## src/rtl/axis_src_pkg.sv

```systemverilog
package axis_src_pkg;
  typedef enum logic [1:0] {
    THR_OFF    = 2'd0,
    THR_FIXED  = 2'd1,
    THR_RANDOM = 2'd2,
    THR_SPARE  = 2'd3
  } thr_mode_t;

  typedef enum logic [1:0] {
    SRC_IDLE = 2'd0,
    SRC_GAP  = 2'd1,
    SRC_SEND = 2'd2
  } src_state_t;

  localparam int unsigned RNG_W  = 16;
  localparam logic [15:0] RNG_TAPS = 16'hD008;
  localparam logic [15:0] RNG_SEED = 16'hACE1;
endpackage

```

## src/rtl/axis_src_lfsr.sv

```systemverilog
module axis_src_lfsr #(
  parameter int unsigned W    = 16,
  parameter logic [W-1:0] TAPS = 16'hD008,
  parameter logic [W-1:0] SEED = 16'hACE1
) (
  input  logic         clk,
  input  logic         rst,
  output logic [W-1:0] state_o
);
  logic [W-1:0] st;
  logic         fb;

  assign fb = ^(st & TAPS);

  always_ff @(posedge clk) begin
    if (rst) st <= SEED;
    else     st <= {st[W-2:0], fb};
  end

  assign state_o = st;

  // the random source never locks up at zero
  a_r7_lfsr_nonzero: assert property (@(posedge clk) disable iff (rst)
    st != '0);
endmodule

```

## src/rtl/axis_src_gap_plan.sv

```systemverilog
module axis_src_gap_plan
  import axis_src_pkg::*;
#(
  parameter int unsigned IDX_W  = 4,
  parameter int unsigned PROB_W = 8,
  parameter int unsigned LEN_W  = 4,
  parameter int unsigned RND_W  = 16
) (
  input  logic             clk,
  input  logic             rst,
  input  logic [1:0]       mode_i,
  input  logic [IDX_W-1:0] beat_i,
  input  logic [IDX_W-1:0] gap_beat_i,
  input  logic [PROB_W-1:0] prob_i,
  input  logic             len_rand_i,
  input  logic [LEN_W-1:0] gap_len_i,
  input  logic [RND_W-1:0] rnd_i,
  output logic [LEN_W-1:0] gap_cycles_o
);
  localparam int unsigned LEN_LO = PROB_W;

  logic [PROB_W-1:0] coin;
  logic [LEN_W-1:0]  pick;
  logic              hit_fixed, hit_rand;
  logic [LEN_W-1:0]  len;

  assign coin = rnd_i[PROB_W-1:0];
  assign pick = rnd_i[LEN_LO +: LEN_W];

  always_comb begin
    hit_fixed = (thr_mode_t'(mode_i) == THR_FIXED) && (beat_i == gap_beat_i);
    hit_rand  = (thr_mode_t'(mode_i) == THR_RANDOM) &&
                ((prob_i == '1) || (coin < prob_i));
    if (!len_rand_i)            len = gap_len_i;
    else if (gap_len_i == '0)   len = '0;
    else if (pick < gap_len_i)  len = pick + 1'b1;
    else                        len = gap_len_i;
    gap_cycles_o = (hit_fixed || hit_rand) ? len : '0;
  end

  // a random gap never exceeds the configured maximum
  a_r8_len_bound: assert property (@(posedge clk) disable iff (rst)
    (len_rand_i && gap_cycles_o != '0) |-> (gap_cycles_o <= gap_len_i));
endmodule

```

## src/rtl/axis_src_stall_watch.sv

```systemverilog
module axis_src_stall_watch #(
  parameter int unsigned TO_W = 16
) (
  input  logic            clk,
  input  logic            rst,
  input  logic            valid_i,
  input  logic            ready_i,
  input  logic [TO_W-1:0] limit_i,
  output logic            timeout_o
);
  logic [TO_W-1:0] stalls;
  logic            flag;

  always_ff @(posedge clk) begin
    if (rst) begin
      stalls <= '0;
      flag   <= 1'b0;
    end else if (valid_i && !ready_i) begin
      if (stalls == limit_i) flag   <= 1'b1;
      else                   stalls <= stalls + 1'b1;
    end else begin
      stalls <= '0;
    end
  end

  assign timeout_o = flag;

  // the flag only rises at the end of a refused beat
  a_r9_rise_on_stall: assert property (@(posedge clk) disable iff (rst)
    $rose(flag) |-> $past(valid_i && !ready_i));
  // once raised the flag holds until reset
  a_r9_sticky: assert property (@(posedge clk) disable iff (rst)
    flag |=> flag);
endmodule

```

## src/rtl/axis_throttled_source.sv

```systemverilog
module axis_throttled_source
  import axis_src_pkg::*;
#(
  parameter int unsigned DATA_W = 8,
  parameter int unsigned BEATS  = 16,
  parameter int unsigned PROB_W = 8,
  parameter int unsigned LEN_W  = 4,
  parameter int unsigned TO_W   = 16
) (
  input  logic                     clk,
  input  logic                     rst,
  input  logic                     start_i,
  input  logic [1:0]               mode_i,
  input  logic [$clog2(BEATS)-1:0] gap_beat_i,
  input  logic [PROB_W-1:0]        prob_i,
  input  logic                     len_rand_i,
  input  logic [LEN_W-1:0]         gap_len_i,
  input  logic [TO_W-1:0]          timeout_lim_i,
  input  logic                     m_tready,
  output logic [DATA_W-1:0]        m_tdata,
  output logic                     m_tvalid,
  output logic                     m_tlast,
  output logic                     done_o,
  output logic                     timeout_o
);
  localparam int unsigned IDX_W = $clog2(BEATS);
  localparam logic [IDX_W-1:0] LAST_IDX = IDX_W'(BEATS - 1);

  src_state_t       state;
  logic [IDX_W-1:0] idx;
  logic [IDX_W-1:0] plan_idx;
  logic [LEN_W-1:0] gap_cnt;
  logic [LEN_W-1:0] gap_cycles;
  logic [RNG_W-1:0] rnd;
  logic             done_q;
  logic             xfer;

  function automatic logic [DATA_W-1:0] beat_byte(input logic [IDX_W-1:0] i);
    logic [DATA_W+IDX_W+4:0] p;
    p = (DATA_W+IDX_W+5)'(i) * 17;
    return p[DATA_W-1:0];
  endfunction

  axis_src_lfsr #(.W(RNG_W), .TAPS(RNG_TAPS), .SEED(RNG_SEED)) u_rng (
    .clk(clk), .rst(rst), .state_o(rnd)
  );

  assign plan_idx = (state == SRC_IDLE) ? '0 : idx + 1'b1;

  axis_src_gap_plan #(
    .IDX_W(IDX_W), .PROB_W(PROB_W), .LEN_W(LEN_W), .RND_W(RNG_W)
  ) u_plan (
    .clk(clk), .rst(rst), .mode_i(mode_i), .beat_i(plan_idx),
    .gap_beat_i(gap_beat_i), .prob_i(prob_i), .len_rand_i(len_rand_i),
    .gap_len_i(gap_len_i), .rnd_i(rnd), .gap_cycles_o(gap_cycles)
  );

  assign xfer = (state == SRC_SEND) && m_tready;

  always_ff @(posedge clk) begin
    if (rst) begin
      state   <= SRC_IDLE;
      idx     <= '0;
      gap_cnt <= '0;
      done_q  <= 1'b0;
    end else begin
      done_q <= 1'b0;
      unique case (state)
        SRC_IDLE: begin
          if (start_i) begin
            idx     <= '0;
            gap_cnt <= gap_cycles;
            state   <= (gap_cycles != '0) ? SRC_GAP : SRC_SEND;
          end
        end
        SRC_GAP: begin
          gap_cnt <= gap_cnt - 1'b1;
          if (gap_cnt == LEN_W'(1)) state <= SRC_SEND;
        end
        SRC_SEND: begin
          if (m_tready) begin
            if (idx == LAST_IDX) begin
              state  <= SRC_IDLE;
              done_q <= 1'b1;
            end else begin
              idx     <= idx + 1'b1;
              gap_cnt <= gap_cycles;
              state   <= (gap_cycles != '0) ? SRC_GAP : SRC_SEND;
            end
          end
        end
        default: state <= SRC_IDLE;
      endcase
    end
  end

  assign m_tvalid = (state == SRC_SEND);
  assign m_tdata  = beat_byte(idx);
  assign m_tlast  = m_tvalid && (idx == LAST_IDX);
  assign done_o   = done_q;

  axis_src_stall_watch #(.TO_W(TO_W)) u_watch (
    .clk(clk), .rst(rst), .valid_i(m_tvalid), .ready_i(m_tready),
    .limit_i(timeout_lim_i), .timeout_o(timeout_o)
  );

  // a refused beat is held unchanged
  a_r4_hold: assert property (@(posedge clk) disable iff (rst)
    (m_tvalid && !m_tready) |=> (m_tvalid && $stable(m_tdata) && $stable(m_tlast)));
  // nothing follows the final beat, and done follows it
  a_r3_end_after_last: assert property (@(posedge clk) disable iff (rst)
    (m_tvalid && m_tready && m_tlast) |=> (!m_tvalid && done_o));
  // done is a single-cycle pulse
  a_r5_done_pulse: assert property (@(posedge clk) disable iff (rst)
    done_o |=> !done_o);
  // without a start, an idle source stays quiet
  a_r10_idle_quiet: assert property (@(posedge clk) disable iff (rst)
    (state == SRC_IDLE && !start_i) |=> !m_tvalid);
endmodule

```

## config.mk

```make
export PLATFORM = sky130hd
export DESIGN_NAME = axis_throttled_source
export DESIGN_NICKNAME = d
export VERILOG_FILES = /design/src/rtl/axis_src_pkg.sv /design/src/rtl/axis_src_lfsr.sv /design/src/rtl/axis_src_gap_plan.sv /design/src/rtl/axis_src_stall_watch.sv /design/src/rtl/axis_throttled_source.sv
export SDC_FILE = /design/constraint.sdc
export NUM_CORES = 1
export LEC_CHECK = 0
export ABC_AREA = 1
export BUFFER_PORTS_ARGS = -buffer_cell sky130_fd_sc_hd__buf_2
export CORE_MARGIN = 2
export CORE_UTILIZATION = 56
export CTS_CLUSTER_DIAMETER = 30
export DETAILED_ROUTE_END_ITERATION = 12
export PLACE_DENSITY = 0.8
export SLEW_MARGIN = 10
export SYNTH_ARGS = -nofsm -noshare
export SYNTH_HDL_FRONTEND = slang
export SYNTH_SLANG_ARGS = --single-unit
export TNS_END_PERCENT = 100
```

## constraint.sdc

```tcl
create_clock -name clk -period 2.65 [get_ports clk]
set_clock_uncertainty 0.1 [all_clocks]
set_input_delay 0.53 -clock clk [delete_from_list [all_inputs] [get_ports clk]]
set_output_delay 0.53 -clock clk [all_outputs]
set_load 0.1 [all_outputs]
```

==> summary.md <==
| Metric | Value |
|---|---|
| Slowest Stage Delay on Critical Path | `0.43 ns` |
| Reg2Reg Depth | `11` |
| Mapped Avg Cell Area | `6.941 um^2` |
| TritonCTS Buffers | `5` |
| Pwr per Cell Area | `497.4 nW/um^2` |
| Startpoint type of the worst setup path | `flop` |
| WP data arrival | `1.70 ns` |
| DR vias/cell | `4.961` |
| WP data required | `2.02 ns` |
| Slew Viols, Final | `0` |
| GR Util met3 | `0.03252` |
| Initial drt markers | `104` |
| Syn. warnings | `0` |
| CP Max Fanout | `9` |
| CTS Hold Bufs | `0` |
| DRC | `0` |
| Seq pwr share | `0.468` |
| Fin crit share | `0.8794` |
| Commonest non-fill, non-tap cell in the layout | `nand2_1` |
| CTS tree | `done` |
| Final core utilization | `0.6621` |
| Share of the synthesized area in the top cell type | `0.3157` |
| Final setup vio count | `0` |
| Reg2Reg Launch Point | `u_rng.state_o[11]` |
| CTS Sinks | `44` |
| P_sw | `529.3 uW` |
| Post-synth top area cell | `dfxtp_1` |
| Total track usage | `0.2149` |
| Final Hold Fails | `0` |
| GPL Wtd Cong | `0.9178` |
| Initial antenna violation count | `0` |
| Die Y | `74.59 um` |
| Total core area | `4755 um^2` |
| Post-synth cell types | `34` |
| Synth area leaders | `dfxtp_1 (32%), nand2_1 (12%), inv_1 (7.3%), ha_1 (6.7%), nor2_1 (5.7%)` |
| Clock Latency Late Sink | `0.30 ns` |
| Min-delay worst type | `reg2reg` |
| Layout cells sized above 1 | `0.2227` |
| Part of the power in the clock network | `0.277` |
| Mapped cell area | `2790 um^2` |
| Clk root buf | `clkbuf_8` |
| Tot Pwr | `1.566 mW` |
| Non-filler cells, final | `516` |
| PostCTS Resize Cnt | `0` |
| HP Start | `u_rng.state_o[13]` |
| I/O pin count | `51` |
| First-pass GRT wire length | `9453 um` |
| Leak | `1.482 nW` |
| Pre-CTS setup slack | `0.3988 ns` |
| Avg WL per Cell | `10.92 um` |
| Sequential area share after synthesis | `0.3157` |
| Met2 usage | `0.3618` |
| Layout Nets | `502` |
| Slowest cell on crit path | `buf_2` |
| Rows | `25` |
| Relative slew margins | `0.6723` |
| Worst Setup SP | `idx[0]` |
| Post-route setup slack | `0.3196 ns` |
| Dpl cells | `508` |
| Sw Share | `0.3380` |
| Worst vdd ir | `305.4 uV` |
| Largest net degree at the start of global routing | `27` |
| Detail Route Antenna Nets | `0` |
| Setup Fix Bufs, Post-CTS | `0` |
| Max cap viols | `0` |
| CP Capture Type | `output port` |
| WL final | `5634 um` |
| DP HPWL | `4389 um` |
| Clock slew at reported path FFs | `0.08 ns` |
| Unrepaired setup endpoints after global routing | `false` |
| Yosys reg bits | `44` |
| Worst-path cell chain | `ha_1 -> nand4_1 -> nor2_4 -> buf_2` |
| Hold path endpoint | `u_rng.state_o[14]` |
| Minimum clock period | `2.330 ns` |
| Max Buffers Root-to-Sink | `2` |
| Syn Inst Count | `402` |
| R2r setup slk | `0.67 ns` |
| DRT Pass-1 Iters | `4` |
| Hold path depth | `2` |
| Comb pwr share | `0.254` |
| GR met1 Demand/Resource | `0.2779` |
| Status | `finished, final reports clean` |
| Die ar. | `5563 um^2` |
| Busiest layer in global routing | `met2` |
| Number of global-route vias before repair | `2,263` |
| WS Path Type | `reg2out` |
| DR vias | `2,560` |
| Gr ovfl total | `0` |
| Die width | `74.59 um` |
| Port Buf Inserts | `50` |
| H-tree depth | `2` |
| P&R area growth vs syn | `12.83%` |
| Antenna diode count | `0` |
| FMAX | `429.1 MHz` |
| Largest delay share family, worst path | `buffers and inverters` |
| Syn Nets | `456` |
| Internal power | `1.037 mW` |
| Worst Tran Pin Value | `0.4949 ns` |
| RR Endpoint | `state[1]` |
| Commonest non-fill, non-tap cells in the layout | `nand2_1 (86), inv_1 (54), buf_2 (50)` |
| CP Buf/Inv Count | `1` |
| Starting density of the core | `0.5868` |
| Post-route setup TNS | `0 ns` |
-- power groups by stage --
stage	Sequential [mW]	Combinational (mW)	Clock [mW]
floorplan	0.764	0.291	0
finish	0.734	0.398	0.434
global placement	0.746	0.383	0
CTS	0.733	0.399	0.438
global route	0.739	0.443	0.460
detailed placement	0.749	0.394	0
-- worst max path at each step --
stage	endpoint	slack, ns	cells past startpoint
global placement	state[1]	0.44	13
floorplan	m_tlast	0.09	2
global route	m_tlast	0.25	4
detailed placement	state[1]	0.40	13
CTS	m_tlast	0.32	4
finish	m_tlast	0.32	4
-- metrics by stage --
step | instance area (um^2) | hold WS (ns)
floorplan | 2800 | 0.2883
global placement | 3055 | 0.2904
detailed placement | 3055 | 0.3124
CTS | 3148 | 0.3253
global route | 3148 | 0.3553
finish | 3148 | 0.3183
-- final cells by class --
class                           count  area (um^2)
Multi-Input combinational cell    286         1609
Clock inverter                      2        10.01
Clock buffer                        6        82.58
Timing Repair Buffer               50        250.2
Sequential cell                    44        883.3
Inverter                           61        229.0
Tap cell                           67        83.83
Fill cell                         421         1607
-- registers in the layout (all words and copies together) (netlist names) --
register and cells:
u_rng.state_o 16, u_watch.stalls 16, gap_cnt 4, idx 4, state 2, done_o 1, u_watch.timeout_o 1
-- routing by layer --
layer  vias to the layer above  routed length (um)
met4                         0                 106
met2                        69                2554
met3                        11                 286
met5                         -                   0
li1                       1360                   -
met1                      1120                2687
-- cell usage after synthesis, drive strengths merged --
cell and instances:
nand2 93, inv 61, nor2 49, dfxtp 44, a21oi 30, nand3 19, xor2 17, o21ai 16
ha 15, xnor2 12, buf 10, nand4 10, or2 10, nor3 8, nand3b 2, a31oi 1
and2 1, clkbuf 1, nor3b 1, nor4 1, o211ai 1
-- kinds of logic after synthesis --
| logic type | after synthesis | synth area share |
|---|---|---|
| XOR/XNOR | 29 | 0.09103 |
| AO/OA/AOI/OAI | 48 | 0.09552 |
| AND/OR/NAND/NOR | 194 | 0.3202 |
| buffers and inverters | 72 | 0.1103 |
| adder cells (fa/ha/maj) | 15 | 0.06726 |
| flip-flops | 44 | 0.3157 |
-- worst register-to-register path, delay by kind of cell, from the launching register on --
kind | cells | cell delay (ns)
AND/OR/NAND/NOR | 8 | 0.80
flip-flops | 1 | 0.38
AO/OA/AOI/OAI | 2 | 0.34
adder cells (fa/ha/maj) | 1 | 0.26
Note: power is estimated with default switching activity, not from simulation.
